[src/rtl/gpio_irq_pkg.sv]
package gpio_irq_pkg;
  localparam int HALF_W  = 16;
  localparam int PIN_W   = 2 * HALF_W;
  localparam int ADDR_W  = 8;
  localparam int NCFG    = 5;

  // configuration register indices
  localparam int IDX_EN   = 0;
  localparam int IDX_MASK = 1;
  localparam int IDX_TYPE = 2;
  localparam int IDX_POL  = 3;
  localparam int IDX_ANY  = 4;

  localparam logic [ADDR_W-1:0] OFF_STAT = 8'h50;
  localparam logic [ADDR_W-1:0] OFF_RAW  = 8'h58;
  localparam logic [ADDR_W-1:0] OFF_EOI  = 8'h60;
  localparam logic [ADDR_W-1:0] HI_STEP  = 8'h04;

  typedef struct packed {
    logic [NCFG-1:0]   wrLo;
    logic [NCFG-1:0]   wrHi;
    logic              eoiLo;
    logic              eoiHi;
    logic [HALF_W-1:0] bits;
    logic [HALF_W-1:0] wen;
  } regStrobe_t;

  function automatic logic [ADDR_W-1:0] cfgOffset(int idx);
    case (idx)
      IDX_EN:   return 8'h10;
      IDX_MASK: return 8'h18;
      IDX_TYPE: return 8'h20;
      IDX_POL:  return 8'h28;
      default:  return 8'h30;
    endcase
  endfunction
endpackage

[src/rtl/gpio_irq_ctrl.sv]
module gpio_irq_ctrl
  import gpio_irq_pkg::*;
(
  input  logic [ADDR_W-1:0]           regAddr,
  input  logic                        regWr,
  input  logic [PIN_W-1:0]            regWdata,
  input  logic [NCFG-1:0][PIN_W-1:0]  cfgView,
  input  logic [PIN_W-1:0]            rawView,
  input  logic [PIN_W-1:0]            maskedView,
  output regStrobe_t                  strobe,
  output logic [PIN_W-1:0]            regRdata
);
  logic [NCFG-1:0] loHit;
  logic [NCFG-1:0] hiHit;

  for (genvar c = 0; c < NCFG; c++) begin : g_dec
    localparam logic [ADDR_W-1:0] LO_OFF = cfgOffset(c);
    assign loHit[c] = (regAddr == LO_OFF);
    assign hiHit[c] = (regAddr == LO_OFF + HI_STEP);
  end

  // write strobes; status locations decode to nothing
  always_comb begin
    strobe.wrLo  = regWr ? loHit : '0;
    strobe.wrHi  = regWr ? hiHit : '0;
    strobe.eoiLo = regWr && (regAddr == OFF_EOI);
    strobe.eoiHi = regWr && (regAddr == OFF_EOI + HI_STEP);
    strobe.bits  = regWdata[HALF_W-1:0];
    strobe.wen   = regWdata[PIN_W-1:HALF_W];
  end

  logic [PIN_W-1:0] word;
  logic             upper;

  always_comb begin
    word  = '0;
    upper = 1'b0;
    for (int c = 0; c < NCFG; c++) begin
      if (loHit[c]) word = cfgView[c];
      if (hiHit[c]) begin
        word  = cfgView[c];
        upper = 1'b1;
      end
    end
    if (regAddr == OFF_STAT) word = maskedView;
    if (regAddr == OFF_STAT + HI_STEP) begin
      word  = maskedView;
      upper = 1'b1;
    end
    if (regAddr == OFF_RAW) word = rawView;
    if (regAddr == OFF_RAW + HI_STEP) begin
      word  = rawView;
      upper = 1'b1;
    end
    regRdata = {{HALF_W{1'b0}}, (upper ? word[PIN_W-1:HALF_W] : word[HALF_W-1:0])};
  end
endmodule

[src/rtl/gpio_irq_datapath.sv]
module gpio_irq_datapath
  import gpio_irq_pkg::*;
#(
  parameter int SYNC_STAGES = 2
) (
  input  logic                        clk,
  input  logic                        rstN,
  input  logic [PIN_W-1:0]            pinIn,
  input  regStrobe_t                  strobe,
  output logic [NCFG-1:0][PIN_W-1:0]  cfgQ,
  output logic [PIN_W-1:0]            rawStatus,
  output logic [PIN_W-1:0]            maskedStatus,
  output logic                        irqOut
);
  // configuration registers with half-word write enables
  for (genvar c = 0; c < NCFG; c++) begin : g_cfg
    logic [PIN_W-1:0] regQ;
    always_ff @(posedge clk or negedge rstN) begin
      if (!rstN) begin
        regQ <= '0;
      end else begin
        if (strobe.wrLo[c])
          regQ[HALF_W-1:0] <= (regQ[HALF_W-1:0] & ~strobe.wen) | (strobe.bits & strobe.wen);
        if (strobe.wrHi[c])
          regQ[PIN_W-1:HALF_W] <= (regQ[PIN_W-1:HALF_W] & ~strobe.wen) | (strobe.bits & strobe.wen);
      end
    end
    assign cfgQ[c] = regQ;
  end

  // input synchronizer and edge reference
  logic [SYNC_STAGES-1:0][PIN_W-1:0] syncPipe;
  logic [PIN_W-1:0] syncIn;
  logic [PIN_W-1:0] prevIn;

  always_ff @(posedge clk or negedge rstN) begin
    if (!rstN) begin
      syncPipe <= '0;
      prevIn   <= '0;
    end else begin
      syncPipe <= {syncPipe[SYNC_STAGES-2:0], pinIn};
      prevIn   <= syncIn;
    end
  end
  assign syncIn = syncPipe[SYNC_STAGES-1];

  // acknowledge vector
  logic [PIN_W-1:0] eoiClr;
  assign eoiClr = {(strobe.eoiHi ? (strobe.bits & strobe.wen) : {HALF_W{1'b0}}),
                   (strobe.eoiLo ? (strobe.bits & strobe.wen) : {HALF_W{1'b0}})};

  for (genvar p = 0; p < PIN_W; p++) begin : g_pin
    logic rise, fall, edgeHit, levelHit, latchQ;
    logic en, typ, pol, any;

    assign en   = cfgQ[IDX_EN][p];
    assign typ  = cfgQ[IDX_TYPE][p];
    assign pol  = cfgQ[IDX_POL][p];
    assign any  = cfgQ[IDX_ANY][p];
    assign rise = syncIn[p] & ~prevIn[p];
    assign fall = ~syncIn[p] & prevIn[p];

    always_comb begin
      if (any)      edgeHit = rise | fall;
      else if (typ) edgeHit = pol ? rise : fall;
      else          edgeHit = 1'b0;
      edgeHit = edgeHit & en;
    end

    // level sense, unlatched
    assign levelHit = en & ~any & ~typ & (syncIn[p] == pol);

    always_ff @(posedge clk or negedge rstN) begin
      if (!rstN)           latchQ <= 1'b0;
      else if (!en)        latchQ <= 1'b0;
      else if (edgeHit)    latchQ <= 1'b1;   // new edge beats acknowledge
      else if (eoiClr[p])  latchQ <= 1'b0;
    end

    assign rawStatus[p] = latchQ | levelHit;
  end

  assign maskedStatus = rawStatus & ~cfgQ[IDX_MASK];
  assign irqOut       = |maskedStatus;
endmodule

[src/rtl/gpio_irq_detect.sv]
module gpio_irq_detect
  import gpio_irq_pkg::*;
#(
  parameter int SYNC_STAGES = 2
) (
  input  logic              clk,
  input  logic              rstN,
  input  logic [PIN_W-1:0]  pinIn,
  input  logic [ADDR_W-1:0] regAddr,
  input  logic              regWr,
  input  logic [PIN_W-1:0]  regWdata,
  output logic [PIN_W-1:0]  regRdata,
  output logic              irqOut
);
  regStrobe_t                 strobe;
  logic [NCFG-1:0][PIN_W-1:0] cfgQ;
  logic [PIN_W-1:0]           rawStatus;
  logic [PIN_W-1:0]           maskedStatus;

  gpio_irq_ctrl u_ctrl (
    .regAddr    (regAddr),
    .regWr      (regWr),
    .regWdata   (regWdata),
    .cfgView    (cfgQ),
    .rawView    (rawStatus),
    .maskedView (maskedStatus),
    .strobe     (strobe),
    .regRdata   (regRdata)
  );

  gpio_irq_datapath #(.SYNC_STAGES(SYNC_STAGES)) u_dp (
    .clk          (clk),
    .rstN         (rstN),
    .pinIn        (pinIn),
    .strobe       (strobe),
    .cfgQ         (cfgQ),
    .rawStatus    (rawStatus),
    .maskedStatus (maskedStatus),
    .irqOut       (irqOut)
  );
endmodule

[config.mk]
export PLATFORM = sky130hd
export DESIGN_NAME = gpio_irq_detect
export DESIGN_NICKNAME = d
export VERILOG_FILES = /design/src/rtl/gpio_irq_pkg.sv /design/src/rtl/gpio_irq_ctrl.sv /design/src/rtl/gpio_irq_datapath.sv /design/src/rtl/gpio_irq_detect.sv
export SDC_FILE = /design/constraint.sdc
export NUM_CORES = 1
export LEC_CHECK = 0
export BUFFER_PORTS_ARGS = -buffer_cell sky130_fd_sc_hd__buf_4
export CAP_MARGIN = 20
export CORE_UTILIZATION = 60
export DETAILED_ROUTE_END_ITERATION = 8
export GPL_TIMING_DRIVEN = 0
export PLACE_DENSITY = 0.76
export REMOVE_ABC_BUFFERS = 1
export SYNTH_ARGS = -nofsm -noshare
export SYNTH_HDL_FRONTEND = slang
export SYNTH_SLANG_ARGS = --single-unit
export TNS_END_PERCENT = 10
[constraint.sdc]
create_clock -name clk -period 4.96 [get_ports clk]
set_clock_uncertainty 0.2 [all_clocks]
set_input_delay 0.248 -clock clk [delete_from_list [all_inputs] [get_ports clk]]
set_output_delay 0.248 -clock clk [all_outputs]
set_load 0.02 [all_outputs]
==> results_dict.tcl, run 1 <==
set metrics [dict create \
    status "complete, no violations" \
    synth_top_area_frac 0.4697 \
    crit_fanout 32 \
    clockRootBuffer "clkbuf_16" \
    hp-class "input port to async pin" \
    synth_compound_area_frac 0.1426 \
    cts_setup_buffers 0 \
    design.die.area_um2 26220 \
    final-setup-viol-count 0 \
    synthFlopType "dfrtp_1" \
    drc 0 \
    yosysMostFrequentCell "dfrtp_1" \
    drive_gt1_frac 0.2519 \
    async_flop_share 1.000 \
    critPathKind "input port to primary output" \
    die_h_um 161.9 \
    synth_cells 1432 \
    clockPowerShare 0.444 \
    r2r_slack_ns 3.36 \
    layoutNonFillerInstCount 1922 \
    drv_slew 0 \
    start_kind "input port" \
    gp_congestion 0.8617 \
    clockBufferDepth 3 \
    n_antenna_cell 0 \
    ys_seq_area_frac 0.4697 \
    synthSimpleGateAreaFrac 0.09476 \
    finalHoldViolations 0 \
    slowest_stage "and3_2" \
    routed_via_density 6.316 \
    placed_area_um2 16380 \
    yosys_warnings 0 \
    ys_top_cells_by_area "dfrtp_1 (47%), mux2_2 (15%), nand2_1 (5.3%), ha_1 (5.2%), a21oi_1 (2.0%)" \
    max_stage_delay_ns 0.85 \
    critPathCaptureType "primary output" \
    power_frac_comb 0.091 \
    swShare 0.2427 \
    p_sw_uw 1303 \
    cp_data_arrival_time_ns 3.15 \
    period_minus_slack_ns 3.595 \
    grt.overflow.total 0 \
    ys_ff_latch 288 \
    synthMuxAreaShare 0.1708 \
    cts_made_buffers 34 \
    max_slew_margin 0.1475 \
    ant_nets 0 \
    p_per_area_nw_per_um2 294.1 \
    ir_drop_v 0.0002746 \
    fin_nets 1707 \
    place_worst_setup_slack_ns 1.478 \
    numPortBuffers 91 \
    synth_xor_area_frac 0.01884 \
    antenna_found_initial 0 \
    wl_per_cell_um 21.94 \
    core-area_um2 25110 \
    rsz0062_at_grt "no" \
    worst_slew_pin_slew_ns 1.279 \
    start_util 0.6111 \
    grt_max_degree 113 \
    hold_ws_ns 0.1370 \
    layout_setup_ws_ns 1.365 \
    synth-edff-count 0 \
    seq_power_share 0.465 \
    dp_hpwl_um 26070 \
    maxCapViolCount 0 \
    crit_path_frequent_cell "buf_4" \
    ctsResizeCount 0 \
    io_pins 108 \
    dp_cells 1780 \
    syn-cell-area_um2 15340 \
    cts.sinks 288 \
    grt_pass1_wl_um 66210 \
    synth_largest_area_cell "dfrtp_1" \
    finalPower_uw 5370 \
    die_width_um 161.9 \
    synth_fa_ha_area_frac 0.05219 \
    p_leak_uw 0.008274 \
    critPathRequiredTime_ns 4.51 \
    final_area_um2 18260 \
    cts_max_level 2 \
    dr.pass1.iters 5 \
    row_count 58 \
    drt_iter0_markers 1245 \
    areaGrowthSynthToFinish_pct 19.02 \
    period_share 0.7249 \
    grt_pass1_vias 12130 \
    clkLatencyLatePin_ns 0.51 \
    ys_top_cells_by_count "dfrtp_1 (288), nand2_1 (218), mux2_2 (203)" \
    tritoncts "built" \
    fmax_mhz 278.1 \
    p_int_uw 4067 \
    track_usage 0.3280 \
    avgSynthCellArea_um2 10.71 \
    synth_top_family_by_area "multiplexers" \
    routed_wl_um 42170 \
    vias 12140 \
    cts.clk_slew.worst_paths_ns 0.05 \
    synth_cell_types 59 \
    cp_cell_sequence "buf_4 -> nor2b_1 -> and3_2 -> a221oi_1 -> o31a_1 -> o32ai_1 -> buf_4" \
]
## metal layers
| metal | routed length, um | track usage | vias up |
|---|---|---|---|
| li1 | - | - | 5329 |
| met1 | 16740 | 0.4319 | 6010 |
| met2 | 19760 | 0.5295 | 647 |
| met3 | 3869 | 0.06333 | 154 |
| met4 | 1790 | 0.1432 | 0 |
| met5 | 0 | 0 | - |
## cells by family after synthesis
family,count (synthesis)
fa+ha+maj,64
other cells,1
buf+inv,174
compound gates,319
mux,226
flops,288
simple gates,327
xor+xnor,33
## timing repair
| item | in CTS | in global routing |
|---|---|---|
| hold buffers | 81 | 0 |
| endpoints found under the hold margin | 283 | 0 |
| setup endpoints to repair | 0 | 0 |
## area by class of cell
class	instances	area [um2]
multi-input cells	985	7462
flip-flops and latches	288	7207
fillers	1756	6847
repair buffers	192	1874
clock buffers	55	1001
well taps	330	412.9
inverters	67	251.5
clock inverters	5	53.80
## power by group through the flow
stage	clock network [uW]	logic [uW]	registers, uW
after floorplan	0	201	2520
after global routing	2500	530	2510
after detailed placement	0	431	2540
after global placement	0	402	2530
final	2390	486	2500
after CTS	2410	481	2500
## cell usage in the layout (no fill, tap or decap), types with 5 or more instances in the layout
cell type	n
a21boi_0	32
a21oi_1	62
a221oi_1	25
a22o_1	13
a2bb2oi_1	13
a31oi_1	34
a32oi_1	15
buf_16	7
buf_4	90
buf_8	10
clkbuf_1	15
clkbuf_16	35
clkbuf_8	5
conb_1	16
dfrtp_1	288
dlygate4sd3_1	81
ha_1	64
inv_1	67
mux2_2	203
mux2_4	20
nand2_1	218
nand2b_1	6
nand3b_1	5
nor2_1	50
nor3_2	5
nor4_1	5
o21a_1	12
o21ai_0	51
o221ai_1	5
o22ai_1	17
o31a_1	13
o32ai_1	13
xnor2_1	32
## critical path: cells and delay by family
family          cells  cell delay (ns)
simple gates        2             1.41
buf+inv             2             0.64
compound gates      3             0.80
## stage by stage
step / util / TNS [ns]
3_3_place_gp: 0.6359 / -13.45
5_1_grt: 0.7273 / 0
4_1_cts: 0.7267 / 0
2_1_floorplan: - / 0
3_5_place_dp: 0.6524 / 0
6_report: 0.7273 / 0
## final timing paths
check                      depth (start not counted)               endpoint               from
setup / recovery                                   7            regRdata[9]         regAddr[3]
hold reg to reg                                    0        u_dp.syncIn[11]  u_dp.syncPipe[11]
hold / removal                                     2        u_dp.syncIn[12]               rstN
setup reg to reg                                   6  u_dp.g_pin[27].latchQ    u_dp.syncIn[27]
max in group asynchronous                          4        u_dp.prevIn[18]               rstN
min in group clk                                   4               register         regAddr[7]
Power figures use the tool's default switching activity.
==> run 2, diff against run 1 <==
- ABC_AREA: unset -> 1
- clock period: 4.96 -> 3.7 ns (I/O delays scaled with it)
==> results_dict.tcl, run 2 <==
set metrics [dict create \
    die_h_um 163.4 \
    p_per_area_nw_per_um2 384.1 \
    final_common_cell "nand2_1" \
    clockBufferDepth 3 \
    async_flop_share 1.000 \
    clkLatencyLatePin_ns 0.57 \
    p_leak_uw 0.009101 \
    rsz0062_at_grt "no" \
    synth_xor_area_frac 0.01008 \
    maxCapViolCount 0 \
    start_kind "input port" \
    gp_congestion 0.8545 \
    io_pins 108 \
    vias 14520 \
    cts_made_buffers 31 \
    hold_ws_ns 0.002804 \
    areaGrowthSynthToFinish_pct 19.99 \
    avgSynthCellArea_um2 7.483 \
    drt_iter0_markers 1422 \
    antenna_found_initial 0 \
    worst_slew_pin_slew_ns 1.221 \
    synth_top_family_by_area "simple AND/OR/NAND/NOR gates" \
    synth_cell_types 37 \
    clockRootBuffer "clkbuf_16" \
    cts.clk_slew.worst_paths_ns 0.06 \
    final_cell_mix "nand2_1 (699), dfrtp_1 (288), inv_1 (249), o21ai_0 (235), nor2_1 (188)" \
    fin_nets 2410 \
    ys_top_cells_by_count "nand2_1 (700), dfrtp_1 (288), inv_1 (249)" \
    critPathKind "input port to primary output" \
    cp_cell_sequence "buf_4 -> nor2_2 -> nand3_4 -> nor2_4 -> buf_16 -> o21ai_1 -> nand2_2 -> inv_2 -> nor2_1 -> nand2_1 -> nand2_1 -> buf_4" \
    die_width_um 163.4 \
    critPathCaptureType "primary output" \
    period_minus_slack_ns 3.567 \
    synth_fa_ha_area_frac 0.05120 \
    ir_drop_v 0.0006074 \
    period_share 0.9641 \
    yosys_warnings 0 \
    numPortBuffers 91 \
    n_antenna_cell 0 \
    grt_pass1_vias 13990 \
    synth_cells 2090 \
    crit_fanout 23 \
    core-area_um2 25400 \
    drv_slew 0 \
    grt_pass1_wl_um 69990 \
    tritoncts "built" \
    ys_top_cells_by_area "dfrtp_1 (46%), nand2_1 (17%), o21ai_0 (7.5%), inv_1 (6.0%), ha_1 (5.1%)" \
    synth-edff-count 0 \
    slowest_stage "nor2_4" \
    synth_largest_area_cell "dfrtp_1" \
    ys_seq_area_frac 0.4608 \
    ant_nets 0 \
    tns_ns 0 \
    synthFlopType "dfrtp_1" \
    drc 0 \
    wl_per_cell_um 16.77 \
    cts_max_level 1 \
    yosysMostFrequentCell "nand2_1" \
    syn-cell-area_um2 15640 \
    synth_compound_area_frac 0.1285 \
    critPathRequiredTime_ns 3.31 \
    synthSimpleGateAreaFrac 0.2595 \
    max_stage_delay_ns 0.62 \
    cts.sinks 288 \
    status "complete, no violations" \
    routed_via_density 5.532 \
    final-setup-viol-count 0 \
    cp_data_arrival_time_ns 3.18 \
    max_slew_margin 0.1842 \
    start_util 0.6157 \
    track_usage 0.3390 \
    row_count 58 \
    fmax_mhz 280.3 \
    synthMuxAreaShare 0 \
    dp_hpwl_um 26970 \
    hp-class "input port to async pin" \
    drive_gt1_frac 0.08152 \
    routed_wl_um 44020 \
    design.die.area_um2 26710 \
    worst-r2r-cell-count 3 \
    grt_max_degree 81 \
    finalHoldViolations 0 \
    ys_ff_latch 288 \
    synth_top_area_frac 0.4608 \
    dr.pass1.iters 6 \
    grt.overflow.total 0 \
]
-- run 2: changes by cell type after synthesis, moves of 25 or more --
| cell | previous run | this run |
|---|---|---|
| a31oi_1 | 34 | 4 |
| o21ai_0 | 51 | 235 |
| o21ai_1 | 0 | 76 |
| a221oi_1 | 25 | 0 |
| clkbuf_1 | 46 | 19 |
| nand3_1 | 2 | 32 |
| nand2_1 | 218 | 700 |
| a21boi_0 | 32 | 0 |
| nor2_1 | 54 | 188 |
| inv_1 | 67 | 249 |
| mux2_2 | 203 | 0 |
-- run 2: repair_timing --
item	4_1_cts	5_1_grt
hold buffers	105	0
gates resized for setup	0	2
hold endpoints to repair	360	0
buffers inserted	0	0
setup endpoints to repair	0	3
-- run 2: path summary, 6_finish.rpt --
check,start,slack (ns),endpoint
min in group clk,regAddr[6],0.06,register
worst min register to register,u_dp.syncPipe[6],0.14,u_dp.syncIn[6]
worst max-delay path,regAddr[7],0.13,regRdata[10]
max in group asynchronous,rstN,2.16,u_dp.g_pin[25].latchQ
worst max register to register,register,2.13,register
worst min-delay path,rstN,0.003,u_dp.syncIn[6]
-- run 2: logic make-up after synthesis --
| kind of cell | Yosys count |
|---|---|
| fa+ha+maj | 64 |
| buf+inv | 333 |
| other cells | 1 |
| simple gates | 993 |
| flops | 288 |
| compound gates | 393 |
| xor+xnor | 18 |
-- run 2: metal layers --
metal,GRT usage,vias to the layer above,routed length (um)
met5,0,-,0
met4,0.1376,0,1814
met3,0.05256,140,4011
met2,0.5599,669,20350
met1,0.4456,6794,17840
li1,-,6912,-
-- run 2: power by group --
| part | switching, uW | internal [uW] | total (uW) |
|---|---|---|---|
| Combinational | 443 | 282 | 726 |
| Clock | 1260 | 1820 | 3080 |
| Sequential | 107 | 3300 | 3400 |
-- run 2: cell type report --
class                   count  area [um2]
clock buffers              50       957.2
clock inverters             6       61.31
fillers                  1955        6634
inverters                 257       967.2
multi-input cells        1484        7104
flip-flops and latches    288        7207
well taps                 330       412.9
repair buffers            209        2056
-- run 2: worst max-delay path: cells and delay by family --
kind                   cells  cell delay [ns]
AOI/OAI and AO/OA          1             0.10
buffers and inverters      4             0.99
and+or+nand+nor            7             1.89
-- run 2: metrics by stage --
| step | cells | utilization | instance area, um2 | setup WS (ns) | total power, uW |
|---|---|---|---|---|---|
| after floorplan | 2029 | - | 15260 | 0.6661 | 3779 |
| after global placement | 2450 | 0.6439 | 16350 | -1.419 | 4049 |
| after detailed placement | 2463 | 0.6566 | 16680 | 0.2675 | 4094 |
| after CTS | 2624 | 0.7387 | 18760 | 0.1843 | 7232 |
| after global routing | 2624 | 0.7388 | 18770 | 0.07281 | 7476 |
| final | 2624 | 0.7388 | 18770 | 0.1327 | 7208 |
